### config.mk
export PLATFORM = sky130hd
export DESIGN_NAME = ane_exec
export DESIGN_NICKNAME = d
export VERILOG_FILES = /design/src/rtl/ane_pkg.sv /design/src/rtl/ane_ctrl.sv /design/src/rtl/ane_latch.sv /design/src/rtl/ane_commit.sv /design/src/rtl/ane_exec.sv
export SDC_FILE = /design/constraint.sdc
export NUM_CORES = 1
export LEC_CHECK = 0
export BUFFER_PORTS_ARGS = -buffer_cell sky130_fd_sc_hd__buf_2
export CORE_MARGIN = 4
export CORE_UTILIZATION = 35
export CTS_BUF_LIST = sky130_fd_sc_hd__clkbuf_8 sky130_fd_sc_hd__clkbuf_16
export DETAILED_ROUTE_END_ITERATION = 8
export HOLD_SLACK_MARGIN = 0.15
export PLACE_DENSITY_LB_ADDON = 0.25
export SYNTH_ARGS = -nofsm -noshare
export SYNTH_HDL_FRONTEND = slang
export SYNTH_SLANG_ARGS = --single-unit
### constraint.sdc
create_clock -name clk -period 1.2 [get_ports clk]
set_input_delay 0.06 -clock clk [delete_from_list [all_inputs] [get_ports clk]]
set_output_delay 0.06 -clock clk [all_outputs]
set_load 0.01 [all_outputs]
### src/rtl/ane_pkg.sv
// Package: shared types for the accumulator AND-merge datapath.
// Assumes a two-state sequencer: idle, then one or more operand cycles.
package ane_pkg;

    typedef enum logic {
        ST_IDLE = 1'b0,
        ST_OPER = 1'b1
    } ane_state_e;

endpackage

### src/rtl/ane_ctrl.sv
// Module: ane_ctrl
// Sequencer for one instruction. A start strobe seen while idle is accepted
// and moves to the operand phase. The phase stays there while the ready
// line is low, and the first ready-high cycle ends it with a commit.
// Assumes start_i and rdy_i are synchronous to clk.
module ane_ctrl
    import ane_pkg::*;
(
    input  logic clk,
    input  logic rst_n,
    input  logic start_i,
    input  logic rdy_i,
    output logic load_o,
    output logic busy_o,
    output logic commit_o
);

    ane_state_e state_q;
    ane_state_e state_d;

    // Decode the phase into strobes for the datapath.
    always_comb begin
        busy_o   = (state_q == ST_OPER);
        load_o   = start_i && (state_q == ST_IDLE);
        commit_o = busy_o && rdy_i;
    end

    // Next-state selection.
    always_comb begin
        state_d = state_q;
        unique case (state_q)
            ST_IDLE: if (start_i) state_d = ST_OPER;
            ST_OPER: if (rdy_i)   state_d = ST_IDLE;
            default:              state_d = ST_IDLE;
        endcase
    end

    // State register with synchronous reset.
    always_ff @(posedge clk) begin
        if (!rst_n) state_q <= ST_IDLE;
        else        state_q <= state_d;
    end

endmodule

### src/rtl/ane_latch.sv
// Module: ane_latch
// Running wired-AND value. On load it seeds with (A | MAGIC) & X. Every
// operand-phase clock ANDs in the sampled bus byte, whether or not the cycle
// is stalled. It also records whether any stall happened, so that the
// optional bit clear can be applied to the result.
// Assumes load_i and busy_i are never high together.
module ane_latch #(
    parameter int unsigned       DW           = 8,
    parameter logic [DW-1:0]     MAGIC        = 8'hEE,
    parameter bit                CLR_ON_STALL = 1'b1,
    parameter int unsigned       CLR_BIT      = 4
) (
    input  logic          clk,
    input  logic          rst_n,
    input  logic          load_i,
    input  logic          busy_i,
    input  logic          rdy_i,
    input  logic [DW-1:0] acc_i,
    input  logic [DW-1:0] xreg_i,
    input  logic [DW-1:0] bus_i,
    output logic [DW-1:0] result_o
);

    localparam logic [DW-1:0] ONE_HOT  = DW'(1) << CLR_BIT;
    localparam logic [DW-1:0] CLR_MASK = ~ONE_HOT;

    logic [DW-1:0] run_q;
    logic          stall_q;
    logic [DW-1:0] merged;
    logic [DW-1:0] mask;

    // Seed, accumulate and track stalls.
    always_ff @(posedge clk) begin
        if (!rst_n) begin
            run_q   <= '0;
            stall_q <= 1'b0;
        end else if (load_i) begin
            run_q   <= (acc_i | MAGIC) & xreg_i;
            stall_q <= 1'b0;
        end else if (busy_i) begin
            run_q <= run_q & bus_i;
            if (!rdy_i) stall_q <= 1'b1;
        end
    end

    // Fold in the current bus byte, which is the real operand at commit.
    always_comb merged = run_q & bus_i;

    // Pick the stall variant selected by parameter.
    generate
        if (CLR_ON_STALL) begin : g_clr
            always_comb mask = stall_q ? CLR_MASK : '1;
        end else begin : g_keep
            always_comb mask = '1;
        end
    endgenerate

    // Final value presented to the commit stage.
    always_comb result_o = merged & mask;

endmodule

### src/rtl/ane_commit.sv
// Module: ane_commit
// Architectural write stage. On commit it stores the merged value as the
// new accumulator, derives negative and zero flags and pulses done.
// Otherwise every output holds.
// Assumes commit_i is high for at most one cycle per instruction.
module ane_commit #(
    parameter int unsigned DW = 8
) (
    input  logic          clk,
    input  logic          rst_n,
    input  logic          commit_i,
    input  logic [DW-1:0] result_i,
    output logic [DW-1:0] acc_o,
    output logic          neg_o,
    output logic          zero_o,
    output logic          done_o
);

    // Register result, flags and the done pulse.
    always_ff @(posedge clk) begin
        if (!rst_n) begin
            acc_o  <= '0;
            neg_o  <= 1'b0;
            zero_o <= 1'b1;
            done_o <= 1'b0;
        end else begin
            done_o <= commit_i;
            if (commit_i) begin
                acc_o  <= result_i;
                neg_o  <= result_i[DW-1];
                zero_o <= (result_i == '0);
            end
        end
    end

endmodule

### src/rtl/ane_exec.sv
// Module: ane_exec (top)
// Cycle model of the immediate accumulator/X/operand wired-AND instruction,
// including ready-line stalls. A and X are captured with the start strobe.
// The bus is sampled on each following clock, and the result is written one
// cycle after the first ready-high operand cycle.
// Assumes all inputs are synchronous to clk.
module ane_exec #(
    parameter int unsigned   DW           = 8,
    parameter logic [DW-1:0] MAGIC        = 8'hEE,
    parameter bit            CLR_ON_STALL = 1'b1,
    parameter int unsigned   CLR_BIT      = 4
) (
    input  logic          clk,
    input  logic          rst_n,
    input  logic          start_i,
    input  logic          rdy_i,
    input  logic [DW-1:0] acc_i,
    input  logic [DW-1:0] xreg_i,
    input  logic [DW-1:0] bus_i,
    output logic [DW-1:0] acc_o,
    output logic          neg_o,
    output logic          zero_o,
    output logic          done_o
);

    logic          load;
    logic          busy;
    logic          commit;
    logic [DW-1:0] result;

    ane_ctrl u_ctrl (
        .clk      (clk),
        .rst_n    (rst_n),
        .start_i  (start_i),
        .rdy_i    (rdy_i),
        .load_o   (load),
        .busy_o   (busy),
        .commit_o (commit)
    );

    ane_latch #(
        .DW           (DW),
        .MAGIC        (MAGIC),
        .CLR_ON_STALL (CLR_ON_STALL),
        .CLR_BIT      (CLR_BIT)
    ) u_latch (
        .clk      (clk),
        .rst_n    (rst_n),
        .load_i   (load),
        .busy_i   (busy),
        .rdy_i    (rdy_i),
        .acc_i    (acc_i),
        .xreg_i   (xreg_i),
        .bus_i    (bus_i),
        .result_o (result)
    );

    ane_commit #(
        .DW (DW)
    ) u_commit (
        .clk      (clk),
        .rst_n    (rst_n),
        .commit_i (commit),
        .result_i (result),
        .acc_o    (acc_o),
        .neg_o    (neg_o),
        .zero_o   (zero_o),
        .done_o   (done_o)
    );

endmodule

==> metrics.md <==
| Metric | Value |
|---|---|
| Run status | complete, no violations |
| Detailed Route Iter0 Violations | 9 |
| Wire length of the first global-routing pass | 3.76 mm |
| Diode count | 0 |
| # Post-CTS Setup Buffers | 0 |
| Post-synthesis sequential area ratio | 46.9% |
| HPWL after DPL | approximately 1.6 mm |
| Number of buffers created by CTS | 3 |
| Final clock skew | 0.00454 ns |
| Final critical-path required period | between 1 and 1.5 ns |
| Starting density of the core | roughly 37% |
| Synthesis-to-layout area growth | 55.7% |
| WP data required | ~1.4 ns |
| Vertical die dimension | ~57 um |
| Share of cells above drive strength 1 | a little under a third |
| Class of the tightest hold or removal check | in -> reg |
| Count of cell types in the netlist | 24 |
| Fmax | 871 MHz |
| PortBufs | 32 |
| Final WL | approximately 2.3 mm |
| Number of nets in the synthesized netlist | about 130 |
| Slew of the pin with the lowest slew margin | roughly 0.24 ns |
| Max IR drop VDD | around 890 uV |
| Final cycle utilization of the critical path | between 90% and 100% |
| Aggregate global routing overflow | 0 |
| Non-filler cells in the finished layout | 180 |
| Full die area | 3290 um2 |
| Number of buffer and inverter instances along the worst setup path | 2 |
| Number of top-level pins | 39 |
| Worst-skew pair later-pin latency | 0.26 ns |
| Worst Path Max Fanout | 3 |
| Total of flip-flops plus latches after synthesis | 20 |
| Leading cell type in the layout, fill and taps excluded | buf_2 |
| Number of global-route vias before repair | approximately 870 |
| CTS tree | done |
| Antenna violation net count after detailed routing | 0 |
| Buffers from clock root to sink, at most | 2 |
| Average via count per standard cell | ~5 |
| Routed wire length per instance | about 13 um |
| Worst relative slew slack | a little over four fifths |
| Startpoint of the most critical setup path | bus_i[7] |
| Post-synthesis average cell area | 8.62 um2 |
| Max cap viols | 0 |
| Die Span X | 57.4 um |
| Core outline area | between 2000 and 2500 um2 |
| PD cells | roughly 1200 nW/um2 |
| Remaining routing DRC violations | 0 |
| Clock root buffer master | clkbuf_8 |
| Post-synth EDFFs | 0 |
| Post-synth design cell area | approximately 850 um2 |
| Cell family with most CP delay | buffers and inverters |
| Top library cells by usage in the layout, fill and taps aside | buf_2 (32), dlygate4sd3_1 (19), dfxtp_1 (19) |
| Start point of the worst min-delay path | bus_i[3] |
| Total number of clock tree sinks | 20 |
| Max-slew violation count | 0 |
| Standard cell with the maximum stage delay on the critical path | dlygate4sd3_1 |
| Crit-path cells | dlygate4sd3_1, buf_2, a22o_1, a2111oi_4, a221o_1 |
| Maximum level of the CTS H-tree | 1 |
| Design Power | around 1.6 mW |
| Ys Warns | 0 |
| Row count | 17 |
| Max stage delay on crit path | approximately 0.53 ns |
| Detailed-routing iteration count for the pre-antenna-repair pass | 4 |
| Final layout net count | roughly 180 |
| Hold Vio Cnt, Final | 0 |
| Top flip-flop cell by instance count after synthesis | dfxtp_1 |
| Critical Path AT | about 1.4 ns |
| Share of synthesized registers carrying an async set or reset | 0% |
| Crit Path Category | in -> reg |
| Initial antenna violation count | 0 |
| Total GRT Usage | 14.7% |
| Post-CTS clock slew at the launch and capture registers of the worst setup and hold paths | 0.08 ns |
| Final Setup Violations | 0 |
| Synth Instances | 99 |
| Sort of element at the start of the critical path | input port |
| Via count | 899 |
| Leakage component of the power | ~0.56 nW |
| Capturing element type of the critical path | flip-flop |
| Placer Congestion | ~0.8 |
| Setup repair after global routing missed its margin | no |
| Placed Cells | 157 |
| Maximum number of pins on one net before global-route repair | 14 |
| Startpoint of the lowest-slack register-to-register path | u_ctrl.busy_o$_SDFF_PN0_ |
## cell usage after synthesis (2+ instances only)
master,number,area [um2]
nand2b_1,2,12.5
nand3_1,3,15.0
dfxtp_1,20,400
a21oi_1,18,90.1
nand2_1,14,52.6
a22o_1,2,17.5
nand4_1,6,37.5
buf_4,4,30.0
nor2_1,2,7.51
clkbuf_1,2,7.51
and2_0,7,43.8
o21ai_0,7,35.0
## what timing repair did
action / CTS / global route
endpoints found under the hold margin: 16 / 0
cloned: 0 / 0
hold buffers: 19 / 0
resized for setup: 1 / 5
endpoints found under the setup margin: 7 / 7
## metrics by stage
stage          hold WS (ns)  worst slack [ns]  area [um2]  util, %  TNS (ns)
2_1_floorplan         0.174             0.172         853        -         0
3_3_place_gp          0.301          -0.00922        1040     45.8   -0.0148
3_5_place_dp          0.307           -0.0381        1040     45.8    -0.125
4_1_cts               0.180            0.0297        1310     57.4         0
5_1_grt               0.204            0.0134        1330     58.4         0
6_report              0.181            0.0525        1330     58.4         0
## per-layer routing
layer | global-route usage (%) | up-vias | wire [um] | part of all wire (%)
met1 | 16.5 | 407 | 898 | 39
met5 | 0 | - | 0 | 0
li1 | - | 455 | - | -
met4 | 5.96 | 0 | 21 | 0.92
met2 | 26.9 | 33 | 1250 | 55
met3 | 2.49 | 4 | 120 | 5.2
## report_power, final
part | internal, mW | switching (mW) | leakage, nW
Sequential | 0.689 | 0.0226 | 0.163
Clock | 0.445 | 0.226 | 0.0357
Combinational | 0.123 | 0.103 | 0.357
## kinds of logic after synthesis
| kind of cell | synth area share [%] |
|---|---|
| DFF | 46.9 |
| AOI/OAI and AO/OA | 22.7 |
| buffers and inverters | 5.42 |
| and+or+nand+nor | 24.9 |
## worst reg2reg max path: stages (launching register included)
cell and delay [ns]:
dfxtp_2 0.44, nand2_4 0.12, a2111oi_4 0.32, a221o_1 0.18
## cell type report
| type | instances | area (um2) |
|---|---|---|
| clock inverters | 1 | 30.0 |
| repair buffers | 56 | 388 |
| well taps | 28 | 35.0 |
| inverters | 1 | 7.51 |
| fillers | 201 | 947 |
| multi-input cells | 71 | 425 |
| clock buffers | 3 | 41.3 |
| flip-flops and latches | 20 | 402 |
## sequential cells by signal (all words and copies together), names as in the netlist
register         count
u_latch.stall_q      1
u_commit.zero_o      1
u_commit.done_o      1
u_latch.run_q        8
u_commit.acc_o       8
u_ctrl.busy_o        1
## worst paths after layout
kind                                     to  cells past startpoint  slack (ns)
max            u_commit.zero_o$_SDFFE_PN1P_                      5        0.05
min          u_commit.acc_o[3]$_SDFFE_PN0P_                      3        0.18
max reg2reg    u_commit.zero_o$_SDFFE_PN1P_                      3        0.09
min reg2reg  u_commit.acc_o[2]$_SDFFE_PN0P_                      2        0.45
Power figures use the tool's default switching activity.
